==> config.mk <==
export PLATFORM = sky130hd
export DESIGN_NAME = rvl_core
export DESIGN_NICKNAME = d
export VERILOG_FILES = /design/src/rtl/rvl_pkg.sv /design/src/rtl/rvl_decode.sv /design/src/rtl/rvl_regfile.sv /design/src/rtl/rvl_alu.sv /design/src/rtl/rvl_core.sv
export SDC_FILE = /design/constraint.sdc
export NUM_CORES = 1
export LEC_CHECK = 0
export BUFFER_PORTS_ARGS = -buffer_cell sky130_fd_sc_hd__buf_2
export CAP_MARGIN = 40
export CORE_ASPECT_RATIO = 2
export CORE_MARGIN = 2
export CORE_UTILIZATION = 38
export DETAILED_ROUTE_END_ITERATION = 16
export HOLD_SLACK_MARGIN = 0.05
export PLACE_DENSITY = 0.57
export SLEW_MARGIN = 10
export SYNTH_ARGS = -nofsm -noshare
export SYNTH_HDL_FRONTEND = slang
export SYNTH_SLANG_ARGS = --single-unit
==> constraint.sdc <==
create_clock -name clk -period 6.35 [get_ports clk]
set_clock_uncertainty 0.15 [all_clocks]
set_input_delay 0.3175 -clock clk [delete_from_list [all_inputs] [get_ports clk]]
set_output_delay 0.3175 -clock clk [all_outputs]
set_load 0.1 [all_outputs]
==> src/rtl/rvl_pkg.sv <==
package rvl_pkg;
  localparam int XLEN = 32;

  localparam logic [6:0] OPC_ALU    = 7'b0110011;
  localparam logic [6:0] OPC_ADDI   = 7'b0010011;
  localparam logic [6:0] OPC_LOAD   = 7'b0000011;
  localparam logic [6:0] OPC_STORE  = 7'b0100011;
  localparam logic [6:0] OPC_BRANCH = 7'b1100011;
  localparam logic [6:0] OPC_JALR   = 7'b1100111;

  typedef enum logic [2:0] {K_ALU, K_ADDI, K_LOAD, K_STORE, K_BRANCH, K_JALR, K_BAD} kind_e;
  typedef enum logic [2:0] {A_ADD, A_SUB, A_AND, A_OR, A_XOR} aluop_e;

  // Immediate builders; every one takes its sign from instruction bit 31.
  function automatic logic [XLEN-1:0] imm_i(input logic [31:0] w);
    return {{20{w[31]}}, w[31:20]};
  endfunction

  function automatic logic [XLEN-1:0] imm_s(input logic [31:0] w);
    return {{20{w[31]}}, w[31:25], w[11:7]};
  endfunction

  function automatic logic [XLEN-1:0] imm_b(input logic [31:0] w);
    return {{19{w[31]}}, w[31], w[7], w[30:25], w[11:8], 1'b0};
  endfunction

  // Subtraction reuses the adder with the second operand inverted and a carry-in of one.
  function automatic logic [XLEN-1:0] alu_eval(input aluop_e op, input logic [XLEN-1:0] a,
                                               input logic [XLEN-1:0] b);
    logic [XLEN-1:0] y;
    unique case (op)
      A_SUB:   y = a + ~b + XLEN'(1);
      A_AND:   y = a & b;
      A_OR:    y = a | b;
      A_XOR:   y = a ^ b;
      default: y = a + b;
    endcase
    return y;
  endfunction
endpackage

==> src/rtl/rvl_decode.sv <==
module rvl_decode
  import rvl_pkg::*;
#(
  parameter int NREG = 8,
  localparam int IW = $clog2(NREG)
) (
  input  logic [31:0]     instr,
  output kind_e           kind,
  output aluop_e          aluop,
  output logic [XLEN-1:0] imm,
  output logic [IW-1:0]   rd,
  output logic [IW-1:0]   rs1,
  output logic [IW-1:0]   rs2,
  output logic            rd_wr,
  output logic            bad
);
  logic [6:0] opc, f7;
  logic [2:0] f3;
  logic [4:0] rd_f, rs1_f, rs2_f;
  logic       use_rd, use_rs1, use_rs2;

  assign opc   = instr[6:0];
  assign f3    = instr[14:12];
  assign f7    = instr[31:25];
  assign rd_f  = instr[11:7];
  assign rs1_f = instr[19:15];
  assign rs2_f = instr[24:20];
  assign rd    = rd_f[IW-1:0];
  assign rs1   = rs1_f[IW-1:0];
  assign rs2   = rs2_f[IW-1:0];

  function automatic logic idx_ok(input logic [4:0] f);
    return int'(f) < NREG;
  endfunction

  always_comb begin
    kind    = K_BAD;
    aluop   = A_ADD;
    imm     = imm_i(instr);
    use_rd  = 1'b0;
    use_rs1 = 1'b0;
    use_rs2 = 1'b0;
    unique case (opc)
      OPC_ALU: begin
        use_rd = 1'b1; use_rs1 = 1'b1; use_rs2 = 1'b1;
        if (f7 == 7'b0000000) begin
          kind = K_ALU;
          unique case (f3)
            3'b000:  aluop = A_ADD;
            3'b111:  aluop = A_AND;
            3'b110:  aluop = A_OR;
            3'b100:  aluop = A_XOR;
            default: kind = K_BAD;
          endcase
        end else if (f7 == 7'b0100000 && f3 == 3'b000) begin
          kind  = K_ALU;
          aluop = A_SUB;
        end
      end
      OPC_ADDI: begin
        use_rd = 1'b1; use_rs1 = 1'b1;
        if (f3 == 3'b000) kind = K_ADDI;
      end
      OPC_LOAD: begin
        use_rd = 1'b1; use_rs1 = 1'b1;
        if (f3 == 3'b010) kind = K_LOAD;
      end
      OPC_STORE: begin
        use_rs1 = 1'b1; use_rs2 = 1'b1;
        imm = imm_s(instr);
        if (f3 == 3'b010) kind = K_STORE;
      end
      OPC_BRANCH: begin
        use_rs1 = 1'b1; use_rs2 = 1'b1;
        imm = imm_b(instr);
        if (f3 == 3'b000 || f3 == 3'b001) kind = K_BRANCH;
      end
      OPC_JALR: begin
        use_rd = 1'b1; use_rs1 = 1'b1;
        if (f3 == 3'b000) kind = K_JALR;
      end
      default: kind = K_BAD;
    endcase
  end

  assign bad = (kind == K_BAD) || (use_rd && !idx_ok(rd_f)) ||
               (use_rs1 && !idx_ok(rs1_f)) || (use_rs2 && !idx_ok(rs2_f));
  assign rd_wr = use_rd && !bad && (rd_f != 5'd0);
endmodule

==> src/rtl/rvl_regfile.sv <==
module rvl_regfile #(
  parameter int NREG = 8,
  parameter int W = 32,
  localparam int IW = $clog2(NREG)
) (
  input  logic          clk,
  input  logic          rst,
  input  logic          we,
  input  logic [IW-1:0] waddr,
  input  logic [W-1:0]  wdata,
  input  logic [IW-1:0] ra1,
  output logic [W-1:0]  rd1,
  input  logic [IW-1:0] ra2,
  output logic [W-1:0]  rd2
);
  logic [W-1:0] cells [NREG];

  always_ff @(posedge clk) begin
    if (rst) begin
      for (int i = 0; i < NREG; i++) cells[i] <= '0;
    end else if (we) begin
      cells[waddr] <= wdata;
    end
  end

  assign rd1 = (ra1 == '0) ? '0 : cells[ra1];
  assign rd2 = (ra2 == '0) ? '0 : cells[ra2];

  // the decoder must never route a write to the zero register
  p_x0_write_blocked_r7: assert property (@(posedge clk) disable iff (rst)
    we |-> (waddr != '0));
endmodule

==> src/rtl/rvl_alu.sv <==
module rvl_alu
  import rvl_pkg::*;
(
  input  aluop_e          op,
  input  logic [XLEN-1:0] a,
  input  logic [XLEN-1:0] b,
  output logic [XLEN-1:0] y
);
  assign y = alu_eval(op, a, b);
endmodule

==> src/rtl/rvl_core.sv <==
module rvl_core
  import rvl_pkg::*;
#(
  parameter int NREG = 8,
  localparam int IW = $clog2(NREG)
) (
  input  logic        clk,
  input  logic        rst,
  output logic [31:0] imem_addr,
  input  logic [31:0] imem_rdata,
  output logic [31:0] dmem_addr,
  output logic        dmem_we,
  output logic [31:0] dmem_wdata,
  input  logic [31:0] dmem_rdata,
  output logic        halted,
  output logic        illegal
);
  logic [XLEN-1:0] pc_q, pc_next, pc_plus4, rs1_v, rs2_v, alu_b, alu_y, wb_data, imm;
  logic            halt_q, ill_q;
  kind_e           kind;
  aluop_e          aluop;
  logic [IW-1:0]   rd, rs1, rs2;
  logic            rd_wr, bad, misaligned, fault, commit, taken;

  rvl_decode #(.NREG(NREG)) u_dec (
    .instr(imem_rdata), .kind(kind), .aluop(aluop), .imm(imm),
    .rd(rd), .rs1(rs1), .rs2(rs2), .rd_wr(rd_wr), .bad(bad)
  );

  rvl_regfile #(.NREG(NREG), .W(XLEN)) u_rf (
    .clk(clk), .rst(rst), .we(commit && rd_wr), .waddr(rd), .wdata(wb_data),
    .ra1(rs1), .rd1(rs1_v), .ra2(rs2), .rd2(rs2_v)
  );

  assign alu_b = (kind == K_ALU) ? rs2_v : imm;

  rvl_alu u_alu (.op(aluop), .a(rs1_v), .b(alu_b), .y(alu_y));

  // Named events used by the assertions below
  assign misaligned = (kind == K_LOAD || kind == K_STORE) && (alu_y[1:0] != 2'b00);
  assign fault      = bad || misaligned;
  assign commit     = !halt_q && !fault;
  assign taken      = (kind == K_BRANCH) && ((rs1_v == rs2_v) ^ imem_rdata[12]);
  assign pc_plus4   = pc_q + XLEN'(4);

  always_comb begin
    unique case (kind)
      K_LOAD:  wb_data = dmem_rdata;
      K_JALR:  wb_data = pc_plus4;
      default: wb_data = alu_y;
    endcase
  end

  always_comb begin
    pc_next = pc_plus4;
    if (kind == K_JALR)  pc_next = {alu_y[XLEN-1:1], 1'b0};
    else if (taken)      pc_next = pc_q + imm;
  end

  always_ff @(posedge clk) begin
    if (rst) begin
      pc_q   <= '0;
      halt_q <= 1'b0;
      ill_q  <= 1'b0;
    end else if (!halt_q) begin
      if (fault) begin
        halt_q <= 1'b1;
        ill_q  <= 1'b1;
      end else begin
        pc_q <= pc_next;
      end
    end
  end

  assign imem_addr  = pc_q;
  assign dmem_addr  = alu_y;
  assign dmem_wdata = rs2_v;
  assign dmem_we    = commit && (kind == K_STORE) && !rst;
  assign halted     = halt_q;
  assign illegal    = ill_q;

  p_halt_sticky_r10: assert property (@(posedge clk) disable iff (rst)
    halt_q |=> halt_q);
  p_pc_frozen_r10: assert property (@(posedge clk) disable iff (rst)
    halt_q |=> $stable(pc_q));
  p_no_store_halted_r10: assert property (@(posedge clk) disable iff (rst)
    halt_q |-> !dmem_we);
  p_store_aligned_r9: assert property (@(posedge clk) disable iff (rst)
    dmem_we |-> (dmem_addr[1:0] == 2'b00));
  p_fault_halts_r8: assert property (@(posedge clk) disable iff (rst)
    (!halt_q && fault) |=> (halt_q && ill_q && $stable(pc_q)));
  p_flags_agree_r8: assert property (@(posedge clk) disable iff (rst)
    halt_q == ill_q);
  p_pc_even_r6: assert property (@(posedge clk) disable iff (rst)
    pc_q[0] == 1'b0);
endmodule

# --- Word-level counts from Yosys, hierarchy flattened ---
# Memory sizes are Yosys's and may differ from the RTL's.
# Cells that the tools add are included.
classes:
  n_lt_le_gt_ge: 3
  n_addsub: 5
  eq_ne: 22
  n_reduce_logical: 39
  muxes: 34
  bitwise: 7
ops:
  columns: ["operator", "n"]
  rows:
  - ["32-bit 2-to-1 mux", 6]
  - ["32-bit case mux with 4 select lines", 1]
  - ["32-bit adder", 3]
  - ["32-bit case mux with 2 select lines", 1]
  - ["32-bit by 1-bit adder with 32-bit output, second input constant", 1]
  - ["32-bit by 3-bit adder with 32-bit output, second input constant", 1]
  - ["32-bit AND", 1]
  - ["32-bit equality test", 1]
  - ["32-bit inverter", 1]
  - ["32-bit OR", 1]
  - ["32-bit OR reduction", 1]
  - ["32-bit XOR", 1]
  - ["3-bit 2-to-1 mux", 9]
  - ["12-bit case mux with 2 select lines", 1]
  - ["3-bit equality test, second input constant", 7]
  - ["7-bit by 6-bit equality test with 1-bit output, second input constant", 3]
  - ["3-bit case mux with 6 select lines", 1]
  - ["3-bit by 2-bit equality test with 1-bit output, second input constant", 5]
  - ["5-bit by 4-bit < comparator with 1-bit output, second input constant", 3]
  - ["7-bit equality test, second input constant", 2]
  - ["1-bit logical AND", 12]
  - ["3-bit zero test", 4]
  - ["1-bit 2-to-1 mux", 12]
  - ["3-bit case mux with 3 select lines", 1]
  - ["other kinds (15)", 31]
word_totals:
  mem_count: 1
  inputBits: 66
  ram_bits: 256
  regBits: 34
mem_list:
  columns: ["name", "words", "word_bits", "rd", "rd_ports_with_merged_regs", "wr", "line", "source"]
  rows:
  - ["u_rf.cells", 8, 32, 2, 0, 8, "rvl_regfile.sv:16", "logic [W-1:0] cells [NREG];"]

# --- Depth between registers and ports, before layout ---
logic_depth:
  word_depth: 22
  mapped_depth: 27
  mapped_depth_nobuf: 23

# --- By module ---
# From an unflattened synthesis, not the netlist that was laid out.
hier_totals:
  cells_unflattened: 2479
  hier_area_um2: 23144.7
by_module_without_submodules:
  columns: ["module", "instances", "cells_per_inst", "area_each_um2", "seq_area_each_um2"]
  rows:
  - ["rvl_regfile", 1, 881, 11867.6, 6726.5]
  - ["rvl_alu", 1, 794, 5376.4, 0.0]
  - ["rvl_core", 1, 698, 5138.7, 680.7]
  - ["rvl_decode", 1, 106, 762.0, 0.0]

# --- Worst setup path after synthesis ---
# Ideal clock, no wire load.
synth_path:
  kind: "input -> register"
  startpoint: "input imem_rdata[20]"
  endpoint: "memory u_rf.cells[1][10] (data pin)"
  path_slack_ps: -3640
  required_time_ps: 6034
  setup_ps: 166
  n_path_buf: 3
  path_stages: 17
  t_arrival_ps: 9674
  path_cell_list: "buf_6 -> buf_6 -> buf_4 -> mux2i_1 -> a221oi_1 -> o21a_1 -> inv_1 -> fa_1 -> nor2b_1 -> o311a_1 -> or2_2 -> a31oi_1 -> o21ba_2 -> o21ai_0 -> o311ai_0 -> a221oi_2 -> nor2_1"
synth_lines:
  columns: ["element", "line", "source"]
  rows:
  - ["start: declaration", "rvl_core.sv:10", "input logic [31:0] imem_rdata,"]
  - ["end: declaration", "rvl_regfile.sv:16", null]

# --- Worst setup path in the final report ---
layout_path:
  startpoint: "input imem_rdata[29]"
  endpoint: "output dmem_addr[31]"
layout_between:
  elab_chain_len: 11
  word_cells_on_any_way: 24
  cone_classes: "add/sub: 3; eq/ne: 5; mux: 9; bitwise: 4; reduce/logical: 3"
layout_lines:
  columns: ["element", "line", "source"]
  rows:
  - ["7-bit by 6-bit equality test with 1-bit output", "rvl_decode.sv:55", "end else if (f7 == 7'b0100000 && f3 == 3'b000) begin"]
  - ["1-bit logical AND", "rvl_decode.sv:55", null]
  - ["3-bit 2-to-1 mux", "rvl_decode.sv:55", null]
  - ["3-bit 2-to-1 mux", "rvl_decode.sv:46", "if (f7 == 7'b0000000) begin"]
  - ["3-bit case mux with 6 select lines", "rvl_decode.sv:43", "unique case (opc)"]
  - ["3-bit zero test", "rvl_core.sv:35", "assign alu_b = (kind == K_ALU) ? rs2_v : imm;"]
  - ["32-bit 2-to-1 mux", "rvl_core.sv:35", null]
  - ["32-bit inverter", "rvl_pkg.sv:32", "A_SUB: y = a + ~b + XLEN'(1);"]
  - ["32-bit adder", "rvl_pkg.sv:32", null]
  - ["32-bit by 1-bit adder with 32-bit output", "rvl_pkg.sv:32", null]
  - ["32-bit case mux with 4 select lines (*)", "rvl_pkg.sv:31", "unique case (op)"]
  - ["end: declaration", "rvl_core.sv:11", "output logic [31:0] dmem_addr,"]
# Every way passes the cells marked *; elsewhere a longest branch is shown, timed or not.

==> results by stage <==
Worst setup path:
- The category of the critical setup timing path is input port to primary output.
- The highest fanout seen on the critical path is 31.
- The startpoint kind of the worst setup timing path is an input port.
- The number of cells on the worst reg-to-reg path is 19.
- STA puts the critical path data required time at around 5900 ps.
- STA puts the critical path data arrival time at 5650 ps.
- The kind of capture point of the worst setup path is a primary output.

Synth:
- The synthesis warning total is 0.
- The average cell area after synthesis is approximately 9 µm².
- In the synthesized netlist the dominant register cell turns out to be edfxtp_1.
- The share of the Yosys chip area taken by registers is 0.335.
- Yosys mapped the design onto between 90 and 100 distinct sky130hd cell types.
- The synthesized design contains roughly 260 register bits.
- The post-synthesis net count is approximately 2700.
- Counting flops with a built-in enable in the synthesized netlist gives between 200 and 250.
- The cell area that synthesis handed to floorplanning was about 22000 µm².
- The count of mapped cells out of synthesis is approximately 2500.
- The post-synthesis async set-or-reset flop share is 0.

Drt:
- The number of DRC markers after the initial detailed-route iteration is between 1500 and 2000.
- Before antenna repair, the detailed router went through 6 iterations.
- The ratio of routed vias to standard cells is roughly 6.2.
- For this block, the via count after detailed routing is 21000.
- The detail route stage leaves a number of antenna-violating nets equal to 0.
- After detailed routing, the average wire length per cell comes to about 27 µm.
- The total length of routed wires is approximately 91000 µm.
- For this run, design rule violations remaining after detail routing come to 0.

Clock tree:
- After clock tree synthesis, the clock-pin slew on the worst setup and hold paths is around 70 ps.
- The deepest clock path buffer count is 3.
- The insertion delay to the later sink of the worst-skew pair is between 500 and 600 ps.
- The CTS H-tree depth is 1.
- The buffer count from post-CTS setup fixing is 0.
- The clock sink count is roughly 260.
- The tree is rooted in a clkbuf_16.
- Counting the buffers created by CTS gives 24.
- The CTS tree is built.

Global route:
- The number of antenna violations at the first check in global routing is 0.
- The global routing usage summed across all routing layers is 0.292.
- Entering global routing, the biggest net connects 77 pins.
- Summed over all layers, the global routing overflow is 0.
- The number of global-route vias before repair is roughly 22000.
- The first global-routing pass estimated 133000 µm of wire.

Place:
- The worst setup slack before clock tree synthesis is between 20 and 30 ps.
- The post-DP HPWL is a little under 70000 µm.
- At the end of routability-driven placement, the weighted congestion stood at 1.01.
- Buffers placed on the I/O ports in this run total 164.
- After detailed placement, the total cell area comes to 24700 µm².

Timing:
- At the pin with the least slew margin, the transition time is about 1000 ps.
- In this run the tightest slew margin relative to its limit is 0.329.
- The final count of hold timing violations was 0.
- The share of the clock period used by the worst path is 0.963.
- The minimum clock period is a little over 6000 ps.
- Hold is met by around 77 ps.
- In the final timing run, aggregate negative setup slack is 0 ps.
- Setup repair after global routing left no endpoint under its margin.
- The final-report max-slew violation count is 0.
- The final count of negative-setup-slack endpoints is 0.
- The minimum setup slack in the final design is ~240 ps.
- The highest achievable clock rate is 164 MHz.

Floorplanning:
- The die covers 60300 µm².
- The number of core rows is about 130.
- The die outline height is 345 µm.
- For this configuration, the core starts out at a cell density of 0.382.
- The top-level I/O count is 165.
- The floorplan step set the die width to around 170 µm.
- The core region area is 57900 µm².

Final layout:
- Fill cells in the final layout number about 5700.
- After routing the design area is 25600 µm².
- From synthesis to final layout, the design area changed by 15.5%.
- The post-layout net count is 2815.
- The layout cell share with drive strength beyond 1 is 0.180.
- The share of the core filled with cells in the final layout is 0.442.
- The number of diodes added for antenna fixing is 0.
- The top cell types in the final layout, fill and taps aside, are 372 x nor2_1, 224 x edfxtp_1, 173 x a21oi_1, 156 x mux2i_1, 146 x buf_2.
- The most common cell after layout, fill and taps aside is nor2_1.

Power:
- The worst-case IR drop observed on VDD is around 0.18 mV.
- The analysis attributes to cell leakage a power of ~11 nW.
- The power density over the cells is 225 nW/µm².

Min path:
- The worst hold path passes through 3 cells.
- In this run the worst hold path is classified as input port to flip-flop.

Run status:
- The run finished with clean final reports.

Flow run:
- The number of maximum-capacitance violations is 0.
[metal layers]
layer / up-vias / track usage / part of all wire
li1: 9468 / - / -
met1: 10100 / 0.307 / 0.35
met2: 1078 / 0.526 / 0.50
met3: 350 / 0.0318 / 0.063
met4: 0 / 0.225 / 0.087
met5: - / 0 / 0
[layout make-up]
| cell class | count | area (µm²) | share of cell area |
|---|---|---|---|
| clock buffer | 27 | 633 | 0.0248 |
| multi-input combinational | 1908 | 13700 | 0.535 |
| tap | 762 | 953 | 0.0373 |
| clock inverter | 14 | 106 | 0.00416 |
| inverter | 131 | 492 | 0.0192 |
| timing repair buffer | 295 | 2290 | 0.0897 |
| sequential | 258 | 7410 | 0.290 |
[worst paths after layout]
path / start / endpoint / slack [ps]
setup / recovery: imem_rdata[29] / dmem_addr[31] / 240
hold reg to reg: illegal$_SDFFE_PP0P_ / illegal$_SDFFE_PP0P_ / 330
setup reg to reg: u_rf.cells[5][0]$_SDFFCE_PN0P_ / u_rf.cells[4][30]$_SDFFCE_PN0P_ / 1070
hold / removal: dmem_rdata[6] / u_rf.cells[7][6]$_SDFFCE_PN0P_ / 80
[report_power, final]
group	internal [mW]	total, mW	switching, mW
clock	0.758	1.44	0.681
combinational	0.718	2.40	1.68
sequential	1.88	1.91	0.0292
[cell families (layout without fill, tap and decap cells)]
family,Yosys count,after routing,share of synthesized area
simple gates,745,745,0.153
compound gates,728,728,0.239
buf+inv,300,467,0.0616
flops,258,258,0.335
mux,207,207,0.0979
fa+ha+maj,131,131,0.0751
xor+xnor,97,97,0.0384
[Yosys cell counts (8+ instances only)]
master / instances / area share
a21oi_1: 173 / 0.039
nand2b_1: 16 / 0.0045
and3_1: 23 / 0.0065
a211oi_1: 21 / 0.0071
nor3_1: 27 / 0.0061
buf_4: 11 / 0.0037
mux2_2: 36 / 0.018
a221oi_1: 98 / 0.039
or3_1: 8 / 0.0023
nor2b_1: 19 / 0.0054
clkbuf_1: 95 / 0.016
a21o_1: 50 / 0.017
xnor2_1: 64 / 0.025
nor2_1: 376 / 0.064
ha_1: 128 / 0.072
o22ai_1: 8 / 0.0023
edfxtp_1: 224 / 0.30
o211ai_1: 22 / 0.0075
and2_1: 13 / 0.0037
a31oi_1: 24 / 0.0068
xor2_1: 33 / 0.013
dfxtp_1: 34 / 0.031
o21ai_0: 112 / 0.025
nand2_1: 146 / 0.025
o21a_1: 29 / 0.0098
o31ai_1: 14 / 0.0048
mux2i_1: 156 / 0.071
nand4_1: 24 / 0.0068
buf_2: 41 / 0.0093
a22oi_1: 19 / 0.0064
nand3_1: 48 / 0.011
mux2_4: 8 / 0.0054
buf_6: 19 / 0.0097
a22o_1: 9 / 0.0036
a221oi_2: 32 / 0.022
inv_1: 130 / 0.022
o21bai_1: 17 / 0.0058
[registers in the layout, indices dropped and copies added, names as in the netlist]
register / flops
u_rf.cells: 224
halted: 1
imem_addr: 32
illegal: 1
[critical path: stages]
cell,delay (ps)
buf_2,140
or4_4,550
nor3_2,160
nor2b_1,70
o31a_1,250
nor2_1,90
o21ai_1,150
nor2_2,140
buf_4,380
nor2_1,110
a21o_1,190
ha_1,440
o21ai_0,200
o21ai_0,250
buf_4,170
nand3_1,180
a31oi_1,510
a21boi_0,300
o22ai_1,230
o21ai_0,120
a211oi_1,260
buf_4,190
inv_1,80
buf_12,170
[metrics by stage]
step | instances | power [mW]
after floorplan | 2466 | 3.52
after global routing | 3395 | 5.93
after detailed placement | 3344 | 4.30
final | 3395 | 5.75
after CTS | 3395 | 5.74
after global placement | 3338 | 4.29
[timing repair]
| action | in CTS | in global routing |
|---|---|---|
| hold buffers | 10 | 0 |
| resized for setup | 0 | 2 |
| setup endpoints to repair | 0 | 2 |
| endpoints found under the hold margin | 61 | 0 |
Power figures use the tool's default switching activity.
